`config.mk`:
```
export PLATFORM = sky130hd
export DESIGN_NAME = pmc_counter
export DESIGN_NICKNAME = d
export VERILOG_FILES = /design/src/rtl/pmc_pkg.sv /design/src/rtl/pmc_mode_dec.sv /design/src/rtl/pmc_inh_reg.sv /design/src/rtl/pmc_cnt_core.sv /design/src/rtl/pmc_ovf_ctl.sv /design/src/rtl/pmc_counter.sv
export SDC_FILE = /design/constraint.sdc
export NUM_CORES = 1
export LEC_CHECK = 0
export BUFFER_PORTS_ARGS = -buffer_cell sky130_fd_sc_hd__buf_2
export CAP_MARGIN = 10
export CELL_PAD_IN_SITES_DETAIL_PLACEMENT = 0
export CELL_PAD_IN_SITES_GLOBAL_PLACEMENT = 1
export CORE_MARGIN = 4
export CORE_UTILIZATION = 39
export CTS_CLUSTER_SIZE = 25
export DETAILED_ROUTE_END_ITERATION = 8
export HOLD_SLACK_MARGIN = 0.06
export PLACE_DENSITY_LB_ADDON = 0.1
export SYNTH_ARGS = -nofsm -noshare
export SYNTH_HDL_FRONTEND = slang
export SYNTH_SLANG_ARGS = --single-unit
```
`constraint.sdc`:
```
create_clock -name clk_i -period 4.3 [get_ports clk_i]
set_input_delay 0.86 -clock clk_i [delete_from_list [all_inputs] [get_ports clk_i]]
set_output_delay 0.86 -clock clk_i [all_outputs]
set_load 0.005 [all_outputs]
```
`src/rtl/pmc_pkg.sv`:
```
package pmc_pkg;
  localparam int unsigned XLEN    = 64;
  localparam int unsigned N_MODES = 5;
  localparam int unsigned OF_POS  = 63;
  localparam int unsigned INH_LSB = 58;

  // index of each mode within the inhibit vector; bit INH_LSB+idx
  localparam int unsigned IDX_VU = 0;
  localparam int unsigned IDX_VS = 1;
  localparam int unsigned IDX_U  = 2;
  localparam int unsigned IDX_S  = 3;
  localparam int unsigned IDX_M  = 4;

  typedef enum logic [1:0] {
    LVL_U   = 2'b00,
    LVL_S   = 2'b01,
    LVL_RSV = 2'b10,
    LVL_M   = 2'b11
  } lvl_e;

  typedef logic [N_MODES-1:0] mode_vec_t;
endpackage

```
`src/rtl/pmc_mode_dec.sv`:
```
module pmc_mode_dec
  import pmc_pkg::*;
(
  input  logic [2:0] mode_i,
  output mode_vec_t  mode_oh_o
);
  logic virt;
  lvl_e lvl;

  assign virt = mode_i[2];
  assign lvl  = lvl_e'(mode_i[1:0]);

  always_comb begin
    mode_oh_o = '0;
    case (lvl)
      LVL_M: mode_oh_o[IDX_M] = 1'b1;
      LVL_S: begin
        if (virt) mode_oh_o[IDX_VS] = 1'b1;
        else      mode_oh_o[IDX_S]  = 1'b1;
      end
      LVL_U: begin
        if (virt) mode_oh_o[IDX_VU] = 1'b1;
        else      mode_oh_o[IDX_U]  = 1'b1;
      end
      default: mode_oh_o = '0;
    endcase
  end
endmodule

```
`src/rtl/pmc_inh_reg.sv`:
```
module pmc_inh_reg
  import pmc_pkg::*;
#(
  parameter bit HAS_S = 1'b1,
  parameter bit HAS_U = 1'b1,
  parameter bit HAS_H = 1'b1
) (
  input  logic      clk_i,
  input  logic      rst_ni,
  input  logic      wr_en_i,
  input  mode_vec_t wr_data_i,
  output mode_vec_t inh_o
);
  localparam mode_vec_t IMPL = {1'b1, HAS_S, HAS_U, HAS_H, HAS_H};

  logic unused_wr_data;
  assign unused_wr_data = ^wr_data_i;

  for (genvar i = 0; i < N_MODES; i++) begin : g_bit
    if (IMPL[i]) begin : g_impl
      logic bit_q;
      logic bit_d;
      logic bit_en;

      always_comb begin
        bit_en = wr_en_i;
        bit_d  = wr_data_i[i];
      end

      always_ff @(posedge clk_i or negedge rst_ni) begin
        if (!rst_ni)     bit_q <= 1'b0;
        else if (bit_en) bit_q <= bit_d;
      end

      assign inh_o[i] = bit_q;
    end else begin : g_tied
      assign inh_o[i] = 1'b0;
    end
  end
endmodule

```
`src/rtl/pmc_cnt_core.sv`:
```
module pmc_cnt_core #(
  parameter int unsigned CNT_W = 48
) (
  input  logic             clk_i,
  input  logic             rst_ni,
  input  logic             inc_i,
  input  logic             wr_en_i,
  input  logic [CNT_W-1:0] wr_data_i,
  output logic [CNT_W-1:0] cnt_o,
  output logic             wrap_o
);
  logic [CNT_W-1:0] cnt_q;
  logic [CNT_W-1:0] cnt_d;
  logic [CNT_W-1:0] sum;
  logic             carry;
  logic             cnt_en;

  assign {carry, sum} = {1'b0, cnt_q} + {{CNT_W{1'b0}}, 1'b1};

  always_comb begin
    cnt_en = wr_en_i | inc_i;
    if (wr_en_i) cnt_d = wr_data_i;
    else         cnt_d = sum;
  end

  always_ff @(posedge clk_i or negedge rst_ni) begin
    if (!rst_ni)     cnt_q <= '0;
    else if (cnt_en) cnt_q <= cnt_d;
  end

  // wrap only from a hardware increment that is not overridden by a write
  assign wrap_o = inc_i & ~wr_en_i & carry;
  assign cnt_o  = cnt_q;
endmodule

```
`src/rtl/pmc_ovf_ctl.sv`:
```
module pmc_ovf_ctl (
  input  logic clk_i,
  input  logic rst_ni,
  input  logic wrap_i,
  input  logic wr_en_i,
  input  logic wr_of_i,
  output logic of_o,
  output logic irq_o
);
  logic of_q, of_d, of_en;
  logic irq_q, irq_d;

  always_comb begin
    of_en = wrap_i | wr_en_i;
    // a wrap wins over a software clear in the same cycle
    of_d  = wrap_i | wr_of_i;
    irq_d = wrap_i & ~of_q;
  end

  always_ff @(posedge clk_i or negedge rst_ni) begin
    if (!rst_ni)    of_q <= 1'b0;
    else if (of_en) of_q <= of_d;
  end

  always_ff @(posedge clk_i or negedge rst_ni) begin
    if (!rst_ni) irq_q <= 1'b0;
    else         irq_q <= irq_d;
  end

  assign of_o  = of_q;
  assign irq_o = irq_q;
endmodule

```
`src/rtl/pmc_counter.sv`:
```
module pmc_counter
  import pmc_pkg::*;
#(
  parameter int unsigned CNT_W = 48,
  parameter bit          HAS_S = 1'b1,
  parameter bit          HAS_U = 1'b1,
  parameter bit          HAS_H = 1'b1
) (
  input  logic            clk_i,
  input  logic            rst_ni,
  input  logic            evt_i,
  input  logic [2:0]      mode_i,
  input  logic            csr_we_i,
  input  logic            csr_sel_i,
  input  logic [XLEN-1:0] csr_wdata_i,
  output logic [XLEN-1:0] csr_rdata_o,
  output logic            ovf_irq_o
);
  localparam int unsigned PAD_W = XLEN - CNT_W;
  localparam int unsigned LOW_W = INH_LSB;

  mode_vec_t        mode_oh;
  mode_vec_t        inh_q;
  logic [CNT_W-1:0] cnt_q;
  logic             of_q;
  logic             wrap;
  logic             cnt_wr;
  logic             ctl_wr;
  logic             count_en;
  logic             unused_wdata;

  assign unused_wdata = ^csr_wdata_i;

  assign cnt_wr   = csr_we_i & ~csr_sel_i;
  assign ctl_wr   = csr_we_i & csr_sel_i;
  assign count_en = evt_i & ~|(mode_oh & inh_q);

  pmc_mode_dec u_mode (
    .mode_i    (mode_i),
    .mode_oh_o (mode_oh)
  );

  pmc_inh_reg #(
    .HAS_S (HAS_S),
    .HAS_U (HAS_U),
    .HAS_H (HAS_H)
  ) u_inh (
    .clk_i     (clk_i),
    .rst_ni    (rst_ni),
    .wr_en_i   (ctl_wr),
    .wr_data_i (csr_wdata_i[INH_LSB +: N_MODES]),
    .inh_o     (inh_q)
  );

  pmc_cnt_core #(
    .CNT_W (CNT_W)
  ) u_cnt (
    .clk_i     (clk_i),
    .rst_ni    (rst_ni),
    .inc_i     (count_en),
    .wr_en_i   (cnt_wr),
    .wr_data_i (csr_wdata_i[CNT_W-1:0]),
    .cnt_o     (cnt_q),
    .wrap_o    (wrap)
  );

  pmc_ovf_ctl u_ovf (
    .clk_i   (clk_i),
    .rst_ni  (rst_ni),
    .wrap_i  (wrap),
    .wr_en_i (ctl_wr),
    .wr_of_i (csr_wdata_i[OF_POS]),
    .of_o    (of_q),
    .irq_o   (ovf_irq_o)
  );

  always_comb begin
    if (csr_sel_i) csr_rdata_o = {of_q, inh_q, {LOW_W{1'b0}}};
    else           csr_rdata_o = {{PAD_W{1'b0}}, cnt_q};
  end
endmodule

```
* After elaboration in Yosys (flattened, before gate mapping) *
Cells that the tools add are included.

word-level totals
  output and inout port bits = 65
  register bits after elaboration = 55
  logic and storage cells = 36
  input port bits = 72

operators by class
  add/sub/neg operators = 1
  mux-type cells = 9
  bitwise gates (word level) = 13
  equality and inequality tests = 2
  reductions and logical operators = 3

operators by type and width
  cell                   count
  $mux 64                1
  $add 48x1->49 const B  1
  $mux 48                1
  $mux 1                 7
  $and 1x1->1            6
  $and 5x5->5            1
  $reduce_or 5->1        1
  $not 1->1              3
  $or 1x1->1             3
  $eq 2x1->1 const B     1
  $eq 2x2->1 const B     1
  $logic_not 2->1        1
  $logic_not 1->1        1

* Logic depth before layout (Yosys ltp) *
  word-level depth = 9
  depth in mapped cells = 7
  depth with buffers taken out = 6

* Modules after synthesis *
A second synthesis with hierarchy kept.

unflattened totals
  cells, all modules = 420
  area total of the unflattened synthesis = 3,627.2 um^2

modules (own cells, without submodules)
  module        area each (um^2)  instances  cells an instance  seq. area each (um^2)
  pmc_cnt_core  2,778.9           1          318                1,201.2
  pmc_counter   518.0             1          77                 0.0
  pmc_inh_reg   219.0             1          15                 125.1
  pmc_ovf_ctl   73.8              1          5                  50.0
  pmc_mode_dec  37.5              1          5                  0.0

* Least setup slack after synthesis *
No wires, ideal clock.

  path kind = in2out
  start point = input csr_sel_i
  end point = output csr_rdata_o[63]
  stages on the path = 3
  path slack = 1,875 ps
  data arrival time = 1,565 ps
  path buffers = 2
  required time = 3,440 ps
  path through = clkbuf_1 > clkbuf_1 > and2_1

between the ends
  cells in the longest elaborated chain, start to end = 1

RTL lines
  what                line               text
  start: declaration  pmc_counter.sv:14  input logic csr_sel_i,
  $mux 64             pmc_counter.sv:78  if (csr_sel_i) csr_rdata_o = {of_q, inh_q, {LOW_W{1'b0}}};
  end: declaration    pmc_counter.sv:16  output logic [XLEN-1:0] csr_rdata_o,

Every way passes these cells.

* Final worst setup path *
  start point = input csr_sel_i
  end point = output csr_rdata_o[27]

Same word-level chain as after synthesis.

==> run metrics <==
CP Max Fanout=42; CP startpoint kind=input pin; Setup Skew=0.009122 ns; Netlist Area Pre-Place=3875 sq um; leading cell types in the layout, fill and taps excluded=buf_2 (116), nand2_1 (60), dfrtp_1 (55); drt pass-1 iters=4; fin util=47.71%; port bufs=116; Yosys warning count=0; width of the chip=107.7 um; wire per inst=16.08 um; min Tclk post-route=2.867 ns; CP Data Arrival Time=2.01 ns; final setup fails=0; Synth async-reset ratio=100.0%; Net count, final=646; Hold Fails Final Rpt=0; I/O pins=137; H-tree Lvls=2; RSZ-0062 raised after global routing=no; total power=1.390 mW; Post-CTS Setup Inserts=0; die area=11600 sq um; initial core utilization=39.83%; grt ovf=0; CTS buffer count=5; TritonCTS clock tree=yes; ANT cells=0; largest net degree at the start of global routing=43; # rows=36; initial antenna violation count=0; final RePlAce weighted congestion=0.8249; vias per cell=5.259; max-cap viol count=0; Most used DFF post-synth=dfrtp_1; clock sinks=55; DRC violations left=0; Max transition margin=34.87%; layout cell share with drive strength beyond 1=27.53%; Hold-fix buffers, CTS=0; post-synthesis sequential area ratio=35.52%; Fmax achieved=348.8 MHz; worst skew pair latency=0.31 ns; worst hold-check path type=flop to flop; ratio of final minimum period to clock period=66.67%; final max-slew violation count=0; status=completed; Post-Synthesis Cells=470; via count=3718; pwr dens=299.4 nW/um^2; die height=107.7 um; area of the core=9729 sq um; Bufs on Longest Clock Path=2; Syn Area/Cell=8.245 sq um; Resize count post-CTS=0; Total Wirelength=11.37 mm; Root Driver=clkbuf_8; HPWL after detailed placement=8.314 mm; peak supply drop=147.5 uV; vias in the first global route=3580; WHS=0.4827 ns; leakage dissipation=2.064 nW; Worst Path Class, Setup=input pin to output port; ANT nets after route=0; most common cell after layout, fill and taps aside=buf_2; first-pass GRT wire length=18.20 mm; gr usage total=19.50%; Post-synth EDFFs=0; WP data required=3.44 ns; P&R area growth vs syn=19.79%; Initial DRC Count=151; Worst-Margin Slew=0.9769 ns; post-synthesis register bit count=55; TNS Setup=0 ns; Reg clk slew, reported paths=0.10 ns; Netlist cell types=53; Worst setup EP type=output port
## per-stage QoR
stage / setup WS [ns] / instance area [sq um] / std cells
3_5_place_dp: 1.286 / 4542 / 699
5_1_grt: 1.302 / 4642 / 707
2_1_floorplan: 1.875 / 3909 / 479
4_1_cts: 1.403 / 4642 / 707
3_3_place_gp: 1.302 / 4542 / 699
6_report: 1.433 / 4642 / 707
## area by class of cell
class / count / area, sq um
sequential: 55 / 1376
timing repair buffer: 124 / 640.6
multi-input combinational: 380 / 2332
inverter: 7 / 26.28
tap: 133 / 166.4
fill: 1027 / 5087
clock buffer: 8 / 100.1
## sequential cells by signal, indices dropped and copies added (netlist names)
register / count
u_cnt.cnt_o: 48
u_inh.g_bit.g_impl.bit_q: 5
u_ovf.irq_o: 1
u_ovf.of_o: 1
## power breakdown
| part | total, mW | leakage (nW) | internal, mW | switching (mW) |
|---|---|---|---|---|
| clock | 0.327 | 0.0515 | 0.148 | 0.179 |
| combinational | 0.378 | 1.38 | 0.178 | 0.200 |
| sequential | 0.684 | 0.629 | 0.585 | 0.0993 |
| total | 1.39 | 2.06 | 0.911 | 0.479 |
## Yosys cell counts, types with 10 or more instances
| cell | n | area share [%] |
|---|---|---|
| nand2_1 | 60 | 5.8 |
| dfrtp_1 | 55 | 36 |
| nand3_1 | 48 | 6.2 |
| nor2b_1 | 44 | 7.1 |
| nor2_1 | 25 | 2.4 |
| o21ai_0 | 22 | 2.8 |
| clkbuf_1 | 21 | 2.0 |
| nand4_1 | 19 | 3.1 |
| and2_1 | 12 | 1.9 |
| mux2_2 | 11 | 3.2 |
| buf_4 | 10 | 1.9 |
| or4_1 | 10 | 1.9 |
| xnor2_1 | 10 | 2.3 |
| xor2_1 | 10 | 2.3 |
## path summary, 6_finish.rpt
| path | from | endpoint | slack (ns) | cells past startpoint |
|---|---|---|---|---|
| worst max-delay path | csr_sel_i | csr_rdata_o[27] | 1.43 | 4 |
| worst min-delay path | u_ovf.of_o | u_ovf.irq_o | 0.48 | 1 |
| worst max register to register | u_cnt.cnt_o[0] | u_cnt.cnt_o[42] | 1.82 | 6 |
| worst min register to register | u_ovf.of_o | u_ovf.irq_o | 0.48 | 1 |
| max in group asynchronous | rst_ni | u_cnt.cnt_o[24] | 2.81 | 2 |
| min in group asynchronous | rst_ni | u_inh.g_bit[0].g_impl.bit_q | 0.69 | 1 |
## critical path: stages
cell and delay, ns:
buf_2 0.55, buf_4 0.35, nor2b_1 0.10, buf_2 0.13
## routing by layer
| metal | up-vias | global-route usage, % | wire length (um) |
|---|---|---|---|
| met5 | - | 0 | 0 |
| li1 | 1872 | - | - |
| met3 | 11 | 3.299 | 694 |
| met4 | 0 | 4.599 | 161 |
| met1 | 1721 | 28.42 | 5611 |
| met2 | 114 | 30.06 | 4898 |
## cell families (layout without fill, tap and decap cells)
| logic type | count (synthesis) | count (layout) | synth area share, % |
|---|---|---|---|
| buf+inv | 44 | 139 | 5.360 |
| flops | 55 | 55 | 35.52 |
| xor+xnor | 20 | 20 | 4.520 |
| compound gates | 61 | 61 | 10.24 |
| other cells | 1 | 10 | 0.09678 |
| simple gates | 271 | 271 | 39.20 |
| fa+ha+maj | 1 | 1 | 0.3228 |
| mux | 17 | 17 | 4.747 |
(Power assumes the default switching activity.)
